File: config.mk
export PLATFORM = sky130hd
export DESIGN_NAME = rgb_minifloat_expander
export DESIGN_NICKNAME = d
export VERILOG_FILES = /design/src/rtl/mf_pkg.sv /design/src/rtl/mf_lead_one.sv /design/src/rtl/mf_widen.sv /design/src/rtl/rgb_minifloat_expander.sv
export SDC_FILE = /design/constraint.sdc
export NUM_CORES = 1
export LEC_CHECK = 0
export ABC_AREA = 1
export BUFFER_PORTS_ARGS = -buffer_cell sky130_fd_sc_hd__clkbuf_2
export CELL_PAD_IN_SITES_DETAIL_PLACEMENT = 1
export CELL_PAD_IN_SITES_GLOBAL_PLACEMENT = 1
export CORE_ASPECT_RATIO = 1.4
export CORE_UTILIZATION = 27
export DETAILED_ROUTE_END_ITERATION = 7
export PLACE_DENSITY = 0.8
export SYNTH_ARGS = -nofsm -noshare
export SYNTH_HDL_FRONTEND = slang
export SYNTH_SLANG_ARGS = --single-unit
File: constraint.sdc
create_clock -name clk -period 1.6 [get_ports clk]
set_input_delay 0.32 -clock clk [delete_from_list [all_inputs] [get_ports clk]]
set_output_delay 0.32 -clock clk [all_outputs]
set_load 0.01 [all_outputs]
File: src/rtl/mf_pkg.sv
package mf_pkg;
  localparam int F32_W      = 32;
  localparam int F32_EXP_W  = 8;
  localparam int F32_MAN_W  = 23;
  localparam int F32_BIAS   = 127;
  localparam logic [F32_W-1:0] F32_ONE = 32'h3F80_0000;
endpackage

File: src/rtl/mf_lead_one.sv
module mf_lead_one #(
  parameter int W     = 6,
  parameter int POS_W = (W > 1) ? $clog2(W) : 1
) (
  input  logic [W-1:0]     vec,
  output logic [POS_W-1:0] pos,
  output logic             found
);
  // Highest set bit wins: later iterations override earlier ones.
  always_comb begin
    pos   = '0;
    found = 1'b0;
    for (int i = 0; i < W; i++) begin
      if (vec[i]) begin
        pos   = POS_W'(i);
        found = 1'b1;
      end
    end
  end
endmodule

File: src/rtl/mf_widen.sv
module mf_widen
  import mf_pkg::*;
#(
  parameter int MAN_W = 6,
  parameter int EXP_W = 5
) (
  input  logic [MAN_W+EXP_W-1:0] code,
  output logic [F32_W-1:0]       f32
);
  localparam int SMALL_BIAS = (1 << (EXP_W - 1)) - 1;
  localparam int REBIAS     = F32_BIAS - SMALL_BIAS;
  localparam int DN_BASE    = REBIAS + 1 - MAN_W;
  localparam int PAD        = F32_MAN_W - MAN_W;
  localparam int POS_W      = (MAN_W > 1) ? $clog2(MAN_W) : 1;

  logic [EXP_W-1:0] ex;
  logic [MAN_W-1:0] mn;
  logic [POS_W-1:0] lead_pos;
  logic             lead_found;
  logic [MAN_W-1:0] frac_dn;
  logic [F32_EXP_W-1:0] exp_dn;
  logic [F32_EXP_W-1:0] exp_nm;

  assign ex = code[MAN_W+EXP_W-1:MAN_W];
  assign mn = code[MAN_W-1:0];

  mf_lead_one #(.W(MAN_W), .POS_W(POS_W)) u_lead (
    .vec   (mn),
    .pos   (lead_pos),
    .found (lead_found)
  );

  // Denormal: shift the leading one out past the top, exponent tracks its position.
  assign frac_dn = mn << (MAN_W - int'(lead_pos));
  assign exp_dn  = F32_EXP_W'(DN_BASE) + F32_EXP_W'(lead_pos);
  assign exp_nm  = F32_EXP_W'(ex) + F32_EXP_W'(REBIAS);

  always_comb begin
    f32 = '0;
    if (ex == '1)
      f32 = {1'b0, {F32_EXP_W{1'b1}}, mn, {PAD{1'b0}}};
    else if (ex != '0)
      f32 = {1'b0, exp_nm, mn, {PAD{1'b0}}};
    else if (lead_found)
      f32 = {1'b0, exp_dn, frac_dn, {PAD{1'b0}}};
  end
endmodule

File: src/rtl/rgb_minifloat_expander.sv
module rgb_minifloat_expander
  import mf_pkg::*;
#(
  parameter int EXP_W   = 5,
  parameter int R_MAN_W = 6,
  parameter int G_MAN_W = 6,
  parameter int B_MAN_W = 5,
  parameter int WORD_W  = R_MAN_W + G_MAN_W + B_MAN_W + 3 * EXP_W
) (
  input  logic              clk,
  input  logic              rst,
  input  logic              in_valid,
  input  logic [WORD_W-1:0] in_word,
  output logic              out_valid,
  output logic [F32_W-1:0]  out_red,
  output logic [F32_W-1:0]  out_green,
  output logic [F32_W-1:0]  out_blue,
  output logic [F32_W-1:0]  out_alpha
);
  localparam int R_W   = R_MAN_W + EXP_W;
  localparam int G_W   = G_MAN_W + EXP_W;
  localparam int B_W   = B_MAN_W + EXP_W;
  localparam int R_LSB = 0;
  localparam int G_LSB = R_LSB + R_W;
  localparam int B_LSB = G_LSB + G_W;

  logic [F32_W-1:0] red_c, green_c, blue_c;

  mf_widen #(.MAN_W(R_MAN_W), .EXP_W(EXP_W)) u_red (
    .code (in_word[R_LSB +: R_W]),
    .f32  (red_c)
  );
  mf_widen #(.MAN_W(G_MAN_W), .EXP_W(EXP_W)) u_green (
    .code (in_word[G_LSB +: G_W]),
    .f32  (green_c)
  );
  mf_widen #(.MAN_W(B_MAN_W), .EXP_W(EXP_W)) u_blue (
    .code (in_word[B_LSB +: B_W]),
    .f32  (blue_c)
  );

  always_ff @(posedge clk) begin
    if (rst) begin
      out_valid <= 1'b0;
      out_red   <= '0;
      out_green <= '0;
      out_blue  <= '0;
      out_alpha <= '0;
    end else begin
      out_valid <= in_valid;
      if (in_valid) begin
        out_red   <= red_c;
        out_green <= green_c;
        out_blue  <= blue_c;
        out_alpha <= F32_ONE;
      end
    end
  end
endmodule

==> impl_metrics.env, run 1 <==
export IMPL_grt_setup_unrepaired="false"
export IMPL_io_pins=164
export IMPL_reg2reg_depth=2
export IMPL_initial_utilization_pct=28.0
export IMPL_synthTopCellsByArea="dfxtp_1, buf_4, nand2_1, a21oi_1, o21ai_0"
export IMPL_fin_crit_sh_pct=93.3
export IMPL_synth_most_common_cell="buf_4"
export IMPL_hp_class="in -> reg"
export IMPL_required_ps=1800
export IMPL_synth_top_area_share_pct=26.1
export IMPL_gp_congestion=0.853
export IMPL_nets=594
export IMPL_dp_cells=687
export IMPL_syn_inst=446
export IMPL_die_h_um=128
export IMPL_reg2reg_setup_slack_ps=880
export IMPL_crit_path_cell_trace="clkbuf_2, nor2_1, nand2_2, nand2_4, inv_1, ha_1, xor2_2, nor2_2, nand4_1, a21oi_1"
export IMPL_yosysTopAreaCell="dfxtp_1"
export IMPL_cp_arrival_ps=1690
export IMPL_seq_area_frac_synth_pct=26.1
export IMPL_dieArea_mm2=0.0118
export IMPL_layout_min_cycle_time_ps=1490
export IMPL_cts_sinks=40
export IMPL_vias=3072
export IMPL_num_rows=45
export IMPL_cp_slowest_cell="xor2_2"
export IMPL_drive_above_1_share_pct=29.6
export IMPL_area_growth_pct=20.5
export IMPL_fin_util_pct=33.7
export IMPL_synth_edf_count=0
export IMPL_dp_hpwl_um=7550
export IMPL_critPathCaptureType="flip-flop"
export IMPL_drv_cap=0
export IMPL_cts_tree="built"
export IMPL_drt_wirelength_per_cell_um=13.4
export IMPL_holdPathStages=3
export IMPL_syn_area_mm2=0.00307
export IMPL_clock_latency_ps=280
export IMPL_irDropWorstVdd_mv=0.384
export IMPL_synth_commonest_cells="buf_4, nand2_1, inv_1"
export IMPL_syn_area_per_cell_um2=6.89
export IMPL_grtUsageTotal_pct=15.3
export IMPL_clockBufferDepth=2
export IMPL_status="finished clean"
export IMPL_path_clk_slew_ps=60
export IMPL_wl_um=9320
export IMPL_synth_seq_cells=40
export IMPL_fmax_ghz=0.670
export IMPL_power_density_mw_per_mm2=823
export IMPL_die_width_um=92.1
export IMPL_synth_ff_type="dfxtp_1"
export IMPL_grt_pass1_vias=2949
export IMPL_antenna_left=0
export IMPL_ys_warn_count=0
export IMPL_drt_pass1_iter_count=4
export IMPL_hold_viol=0
export IMPL_via_per_inst=4.42
export IMPL_leakage_nw=1.95
export IMPL_grt_max_degree=54
export IMPL_setup_viol=0
export IMPL_port_buffers=83
export IMPL_antenna_found_initial=0
export IMPL_finalClockSkew_ps=0
export IMPL_synth_async_reset_ratio_pct=0
export IMPL_grt_pass1_wl_um=14200
export IMPL_drv_slew=0
export IMPL_cts_buffers_inserted=5
export IMPL_overflow=0
export IMPL_htree_levels=2
export IMPL_core_mm2=0.0110
export IMPL_worstSetupStartpointType="input pin"
export IMPL_finalNonFillerCells=695
export IMPL_cts_root_buf="clkbuf_16"
export IMPL_drcViolationCount=0
export IMPL_critPathMaxStageDelay_ps=210
export IMPL_crit_path_max_fanout=5
export IMPL_synth_cell_types=35
export IMPL_criticalPathCategory="in -> reg"
export IMPL_diodes=0
export IMPL_drtIter0Drc=79
flip-flops by register name, summed over array words and instances (netlist names):
register / cells
out_red: 13
out_green: 13
out_alpha: 1
out_blue: 12
out_valid: 1
final cells by class:
type	instances	area, um2
clock buffer	6	129
multi-input combinational	332	1640
sequential	40	801
tap	141	176
timing repair buffer	122	721
fill	1441	7280
inverter	52	195
clock inverter	2	35.0
worst paths after layout:
kind / start / end
worst min-delay path: in_word[7] / out_red[24]$_SDFFE_PP0P_
worst max-delay path: in_word[5] / out_red[17]$_SDFFE_PP0P_
worst max register to register: out_red[17]$_SDFFE_PP0P_ / out_red[17]$_SDFFE_PP0P_
worst min register to register: out_blue[18]$_SDFFE_PP0P_ / out_blue[18]$_SDFFE_PP0P_
logic make-up after synthesis:
family / synth area share, %
adders and majority gates: 2.44
xor gates and xnor gates: 1.43
buffers and inverters: 30.1
and+or+nand+nor: 21.7
DFF: 26.1
other: 0.122
AOI/OAI and AO/OA: 18.1
worst max-delay path: cells and delay by family:
family,cells,cell delay (ps)
buffers and inverters,2,190
xor gates and xnor gates,1,210
adders and majority gates,1,200
and+or+nand+nor,5,580
AOI/OAI and AO/OA,1,190
metal layers:
metal | global-route usage, % | up-vias | part of all wire (%)
met4 | 4.60 | 0 | 1.3
met3 | 2.79 | 8 | 5.5
met1 | 15.8 | 1466 | 39
met2 | 30.6 | 113 | 54
li1 | - | 1485 | -
met5 | 0 | - | 0
layout by cell type (no fill, tap or decap), drive strengths merged, types with 30 or more instances in the layout:
cell type  instances
a21oi             45
nor2              35
inv               51
o21ai             40
conb              80
dfxtp             40
clkbuf            89
nand2             70
nand3             30
buf               39
per-stage QoR:
stage / setup TNS (ps) / setup WS [ps] / total power (W) / hold slack [ps] / cell area, um2
6_report: 0 / 107 / 0.00304 / 304 / 3700
5_1_grt: 0 / 30.7 / 0.00321 / 316 / 3700
4_1_cts: 0 / 111 / 0.00309 / 296 / 3700
3_5_place_dp: -1920 / -192 / 0.00192 / 458 / 3530
3_3_place_gp: -967 / -129 / 0.00190 / 456 / 3530
2_1_floorplan: 0 / 4.53 / 0.00174 / 461 / 3370
timing repair:
item / 4_1_cts / 5_1_grt
setup buffers: 0 / 0
endpoints found under the setup margin: 0 / 1
hold buffers: 0 / 0
resized for setup: 0 / 1
where the power goes:
part | leakage [nW] | switching [W] | total (W) | internal (W)
sequential | 0.332 | 0.0000398 | 0.00111 | 0.00107
clock | 0.0808 | 0.000415 | 0.00115 | 0.000734
combinational | 1.54 | 0.000503 | 0.000789 | 0.000286
total | 1.95 | 0.000958 | 0.00304 | 0.00209
Power figures use the tool's default switching activity.
==> inputs of run 2 (changes only) <==
--- a/config.mk
+++ b/config.mk
@@ -10,9 +10,9 @@
 export CELL_PAD_IN_SITES_DETAIL_PLACEMENT = 1
 export CELL_PAD_IN_SITES_GLOBAL_PLACEMENT = 1
 export CORE_ASPECT_RATIO = 1.4
-export CORE_UTILIZATION = 27
+export CORE_UTILIZATION = 30
 export DETAILED_ROUTE_END_ITERATION = 7
-export PLACE_DENSITY = 0.8
+export PLACE_DENSITY = 0.84
 export SYNTH_ARGS = -nofsm -noshare
 export SYNTH_HDL_FRONTEND = slang
 export SYNTH_SLANG_ARGS = --single-unit
==> constraint.sdc (replaced) <==
create_clock -name clk -period 1.4 [get_ports clk]
set_input_delay 0.28 -clock clk [delete_from_list [all_inputs] [get_ports clk]]
set_output_delay 0.28 -clock clk [all_outputs]
set_load 0.01 [all_outputs]
==> run 2 against run 1 <==
First-iteration DRC count shrank 32%; non-clock buffer count is 2 higher; total power rose by 9.7%; critical path type unchanged; setup slack got worse by 51 ps; clock-buffer cell count stayed put; design area grew 1.9%.
==> impl_metrics.env, run 2 (synthesized netlist as in run 1, its figures left out) <==
export IMPL_die_h_um=122
export IMPL_layout_min_cycle_time_ps=1340
export IMPL_holdWs_ps=245
export IMPL_multi_input_area_mm2=0.00173
export IMPL_critPathCaptureType="flip-flop"
export IMPL_final_cell_mix="clkbuf_2, conb_1, nand2_1"
export IMPL_drive_above_1_share_pct=32.4
export IMPL_leakage_nw=1.95
export IMPL_fin_crit_sh_pct=96.0
export IMPL_vias=3099
export IMPL_required_ps=1580
export IMPL_crit_path_cell_trace="clkbuf_2, nor2_1, nor2_4, ha_4, inv_4, a21oi_2, nor2_1, o21ai_2, nand2_1, a21oi_2"
export IMPL_fmax_ghz=0.744
export IMPL_via_per_inst=4.49
export IMPL_hp_class="in -> reg"
export IMPL_criticalPathCategory="in -> reg"
export IMPL_fill_cells=1319
export IMPL_critPathMaxStageDelay_ps=280
export IMPL_gp_congestion=0.877
export IMPL_drcViolationCount=0
export IMPL_pre_cts_ws_ps=-293
export IMPL_drt_pass1_iter_count=4
export IMPL_power_density_mw_per_mm2=886
export IMPL_finalNonFillerCells=690
export IMPL_fin_util_pct=37.9
export IMPL_grt_pass1_vias=2999
export IMPL_largestRegisters="out_green (13), out_red (13), out_blue (12)"
export IMPL_drv_slew=0
export IMPL_reg2reg_setup_slack_ps=660
export IMPL_nets=596
export IMPL_htree_levels=2
export IMPL_cts_root_buf="clkbuf_16"
export IMPL_io_pins=164
export IMPL_num_rows=43
export IMPL_irDropWorstVdd_mv=0.386
export IMPL_finalClockSkew_ps=0
export IMPL_path_clk_slew_ps=60
export IMPL_cp_slowest_cell="ha_4"
export IMPL_dp_hpwl_um=7340
export IMPL_setup_viol=0
export IMPL_dieArea_mm2=0.0107
export IMPL_cts_tree="built"
export IMPL_grtUsageTotal_pct=17.3
export IMPL_cts_hold_fix_buffers=0
export IMPL_drtIter0Drc=54
export IMPL_cts_buffers_inserted=5
export IMPL_grt_max_degree=33
export IMPL_grt_setup_unrepaired="false"
export IMPL_drv_cap=0
export IMPL_initial_utilization_pct=30.9
export IMPL_cts_sinks=40
export IMPL_dp_cells=682
export IMPL_die_width_um=87.5
export IMPL_area_growth_pct=22.7
export IMPL_clock_latency_ps=290
export IMPL_worstSetupStartpointType="input pin"
export IMPL_drt_wirelength_per_cell_um=13.4
export IMPL_antenna_found_initial=0
export IMPL_port_buffers=83
export IMPL_layout_commonest_cell="clkbuf_2"
export IMPL_diodes=0
export IMPL_antenna_left=0
export IMPL_overflow=0
export IMPL_core_mm2=0.00995
export IMPL_wl_um=9220
export IMPL_fin_ws_ps=56.4
export IMPL_crit_path_max_fanout=7
export IMPL_clockBufferDepth=2
export IMPL_status="finished clean"
export IMPL_grt_pass1_wl_um=14100
export IMPL_hold_viol=0
export IMPL_regArea_um2=801
export IMPL_cp_arrival_ps=1520
## run 2: changes by cell type in the layout (fill, tap and decap cells not counted), sizes merged
cell,before,now
buf,39,42
clkbuf,89,88
bufinv,1,0
## run 2: critical path: cells and delay by family
| kind | cells | cell delay [ps] |
|---|---|---|
| AO/OA/AOI/OAI | 3 | 160 |
| adder cells (fa/ha/maj) | 1 | 280 |
| buffers and inverters | 2 | 240 |
| AND/OR/NAND/NOR | 4 | 560 |
## run 2: area by class of cell
class,count,area share (%)
Multi-Input combinational cell,332,45.8
Sequential cell,40,21.2
Timing Repair Buffer,124,19.6
Inverter,52,5.31
Tap cell,135,4.48
Clock buffer,6,3.42
Clock inverter,1,0.133
## run 2: routing by layer
metal | GRT usage, % | vias up | share of wire, %
li1 | - | 1497 | -
met5 | 0 | - | 0
met3 | 3.79 | 23 | 6.2
met4 | 8.71 | 0 | 3.0
met1 | 18.0 | 1447 | 38
met2 | 32.0 | 132 | 52
## run 2: metrics by stage
step                      TNS, ps  power [W]  instance area (um2)
after floorplan             -4.95    0.00201                 3410
after global placement      -2240    0.00219                 3570
after detailed placement    -3530    0.00222                 3570
after CTS                       0    0.00336                 3710
after global routing            0    0.00352                 3770
final                           0    0.00334                 3770
## run 2: timing repair
| item | CTS | global route |
|---|---|---|
| endpoints found under the setup margin | 0 | 11 |
| resized for setup | 0 | 15 |
| buffers inserted | 0 | 1 |
## run 2: worst paths after layout
path,from,cells past startpoint,endpoint
worst max-delay path,in_word[3],10,out_red[21]$_SDFFE_PP0P_
worst min-delay path,in_word[10],3,out_red[30]$_SDFFE_PP0P_
worst max register to register,out_red[17]$_SDFFE_PP0P_,2,out_red[17]$_SDFFE_PP0P_
worst min register to register,out_blue[23]$_SDFFE_PP0P_,2,out_blue[23]$_SDFFE_PP0P_
## run 2: power by group
part	switching [W]	internal (W)
combinational	0.000603	0.000355
sequential	0.0000468	0.00122
clock	0.000467	0.000648
==> inputs of run 3 (changes only) <==
--- a/config.mk
+++ b/config.mk
@@ -10,9 +10,9 @@
 export CELL_PAD_IN_SITES_DETAIL_PLACEMENT = 1
 export CELL_PAD_IN_SITES_GLOBAL_PLACEMENT = 1
 export CORE_ASPECT_RATIO = 1.4
-export CORE_UTILIZATION = 30
+export CORE_UTILIZATION = 27
 export DETAILED_ROUTE_END_ITERATION = 7
-export PLACE_DENSITY = 0.84
+export PLACE_DENSITY = 0.8
 export SYNTH_ARGS = -nofsm -noshare
 export SYNTH_HDL_FRONTEND = slang
 export SYNTH_SLANG_ARGS = --single-unit
==> constraint.sdc (replaced) <==
create_clock -name clk -period 1.19 [get_ports clk]
set_input_delay 0.238 -clock clk [delete_from_list [all_inputs] [get_ports clk]]
set_output_delay 0.238 -clock clk [all_outputs]
set_load 0.01 [all_outputs]
==> run 3 against run 2 <==
The run now ends with negative setup slack left; sequential power is 17% higher; register-to-register slack got worse by 190 ps; die area grew 11%; worst hold slack improved by 4.3 ps; clock-buffer cell count is 1 lower; routed wire length up 7.9%; critical endpoint is now out_green[22]$_SDFFE_PP0P_; largest power group is now clock.
==> impl_metrics.env, run 3 (synthesized netlist as in run 1, its figures left out) <==
export IMPL_status="finished with violations"
export IMPL_violations="negative setup slack"
export IMPL_holdWs_ps=249
export IMPL_via_per_inst=4.48
export IMPL_cts_buffers_inserted=5
export IMPL_p_comb_share_pct=30.2
export IMPL_hold_end="out_blue[30]$_SDFFE_PP0P_"
export IMPL_hp_class="in -> reg"
export IMPL_dp_cells=705
export IMPL_initial_utilization_pct=28.0
export IMPL_cp_arrival_ps=1430
export IMPL_reg2reg_depth=2
export IMPL_final_cell_mix="conb_1, clkbuf_2, buf_4"
export IMPL_holdPathStages=3
export IMPL_placed_cell_area_mm2=0.00378
export IMPL_globalRouteMet1Util_pct=17.5
export IMPL_grtUsageTotal_pct=16.6
export IMPL_gp_congestion=0.941
export IMPL_leakage_nw=2.19
export IMPL_drcViolationCount=0
export IMPL_num_rows=45
export IMPL_layout_min_cycle_time_ps=1260
export IMPL_grt_pass1_vias=3285
export IMPL_final_cell_area_mm2=0.00434
export IMPL_cts_hold_fix_buffers=0
export IMPL_diodes=0
export IMPL_fin_crit_sh_pct=106
export IMPL_finalNonFillerCells=727
export IMPL_regArea_um2=802
export IMPL_irDropWorstVdd_mv=0.559
export IMPL_power_density_mw_per_mm2=1030
export IMPL_crit_path_max_fanout=5
export IMPL_antenna_found_initial=0
export IMPL_htree_levels=2
export IMPL_drive_above_1_share_pct=40.4
export IMPL_dieArea_mm2=0.0118
export IMPL_criticalPathCategory="in -> reg"
export IMPL_dp_hpwl_um=7720
export IMPL_worst_path_buf_inv=2
export IMPL_wl_um=9950
export IMPL_io_pins=164
export IMPL_critPathCaptureType="flip-flop"
export IMPL_cp_slowest_cell="xor2_4"
export IMPL_cts_tree="built"
export IMPL_fill_cells=1400
export IMPL_use_met3_pct=2.37
export IMPL_cp_common_cell="nor2_4"
export IMPL_cts_root_buf="clkbuf_16"
export IMPL_hold_viol=0
export IMPL_finalClockSkew_ps=0
export IMPL_overflow=0
export IMPL_port_buffers=83
export IMPL_power_share_switching_pct=32.8
export IMPL_drt_wirelength_per_cell_um=13.7
export IMPL_busiest_layer="met2"
export IMPL_path_clk_slew_ps=60
export IMPL_setup_viol=6
export IMPL_drv_cap=0
export IMPL_seqPwrFrac_pct=33.4
export IMPL_required_ps=1360
export IMPL_drv_slew=0
export IMPL_holdCritStartpoint="in_word[31]"
export IMPL_grtUsageMet2_pct=32.7
export IMPL_critPathMaxStageDelay_ps=260
export IMPL_layout_commonest_cell="conb_1"
export IMPL_reg2reg_setup_slack_ps=470
export IMPL_timing_rr_start="out_red[17]$_SDFFE_PP0P_"
export IMPL_clockPowerShare_pct=36.4
export IMPL_vias=3256
export IMPL_die_width_um=92.1
export IMPL_critPathTopFamily="simple AND/OR/NAND/NOR gates"
export IMPL_multi_input_area_mm2=0.00187
export IMPL_antenna_left=0
export IMPL_drtIter0Drc=127
export IMPL_cts_sinks=40
export IMPL_netSwitchingPower_w=0.00146
export IMPL_p_int_w=0.00299
export IMPL_nets=626
export IMPL_fmax_ghz=0.794
export IMPL_worstSetupStartpointType="input pin"
export IMPL_clock_latency_ps=290
export IMPL_largestRegisters="out_green (13), out_red (13), out_blue (12)"
export IMPL_die_h_um=128
export IMPL_crit_path_cell_trace="buf_12, nor2_4, inv_2, nor2_4, ha_4, xor2_4, nand2_1, nand3_2, a21oi_2"
export IMPL_grt_max_degree=34
export IMPL_fin_ws_ps=-69.1
export IMPL_grt_setup_unrepaired="true"
export IMPL_area_growth_pct=41.3
export IMPL_core_mm2=0.0110
export IMPL_drt_pass1_iter_count=4
export IMPL_clockBufferDepth=2
export IMPL_rr_endpoint="out_red[17]$_SDFFE_PP0P_"
export IMPL_grt_pass1_wl_um=15500
[run 3: cell count changes in the layout (fill, tap and decap cells not counted), sizes merged]
cell    before  now
clkinv       2    3
bufinv       0    1
buf         42   76
clkbuf      88   83
[run 3: routing by layer]
layer  wire [um]  up-vias
li1            -     1561
met1        3770     1543
met2        5500      136
met3         468       16
met4         209        0
met5           0        -
[run 3: cell type report]
class | count | area share [%]
clock buffers | 5 | 2.88
multi-input cells | 332 | 43.1
well taps | 141 | 4.07
repair buffers | 154 | 25.4
clock inverters | 3 | 1.10
flip-flops and latches | 40 | 18.5
inverters | 52 | 5.02
[run 3: power by group through the flow]
stage | Combinational [W] | Clock [W] | Sequential, W
4_1_cts | 0.00127 | 0.00168 | 0.00149
2_1_floorplan | 0.000827 | 0 | 0.00155
5_1_grt | 0.00146 | 0.00171 | 0.00150
3_5_place_dp | 0.00117 | 0 | 0.00152
3_3_place_gp | 0.00113 | 0 | 0.00151
6_report | 0.00135 | 0.00162 | 0.00149
[run 3: worst max-delay path by stage]
stage                     cells past startpoint   startpoint                          to
final                                         9  in_word[16]  out_green[22]$_SDFFE_PP0P_
after global routing                         10  in_word[16]  out_green[22]$_SDFFE_PP0P_
after CTS                                    10   in_word[3]    out_red[17]$_SDFFE_PP0P_
after detailed placement                     10   in_word[5]    out_red[17]$_SDFFE_PP0P_
after global placement                       13  in_word[13]  out_green[21]$_SDFFE_PP0P_
after floorplan                              10  in_word[14]  out_green[21]$_SDFFE_PP0P_
[run 3: worst reg2reg max path, cell delays in order (launching register included)]
cell and delay (ps):
dfxtp_1 320, o21ai_0 230, a21oi_2 60
[run 3: timing repair]
item	4_1_cts	5_1_grt
setup buffers	10	4
gates resized for setup	36	30
pin swaps	22	22
setup endpoints to repair	15	23
[run 3: through the flow]
| stage | power (W) | utilization [%] | setup WS, ps | setup TNS [ps] |
|---|---|---|---|---|
| floorplan | 0.00238 | - | -149 | -1710 |
| global placement | 0.00264 | 34.5 | -333 | -5560 |
| detailed placement | 0.00269 | 34.5 | -430 | -7410 |
| CTS | 0.00443 | 38.3 | -28.5 | -45.1 |
| global route | 0.00467 | 39.5 | -93.9 | -577 |
| finish | 0.00445 | 39.5 | -69.1 | -183 |
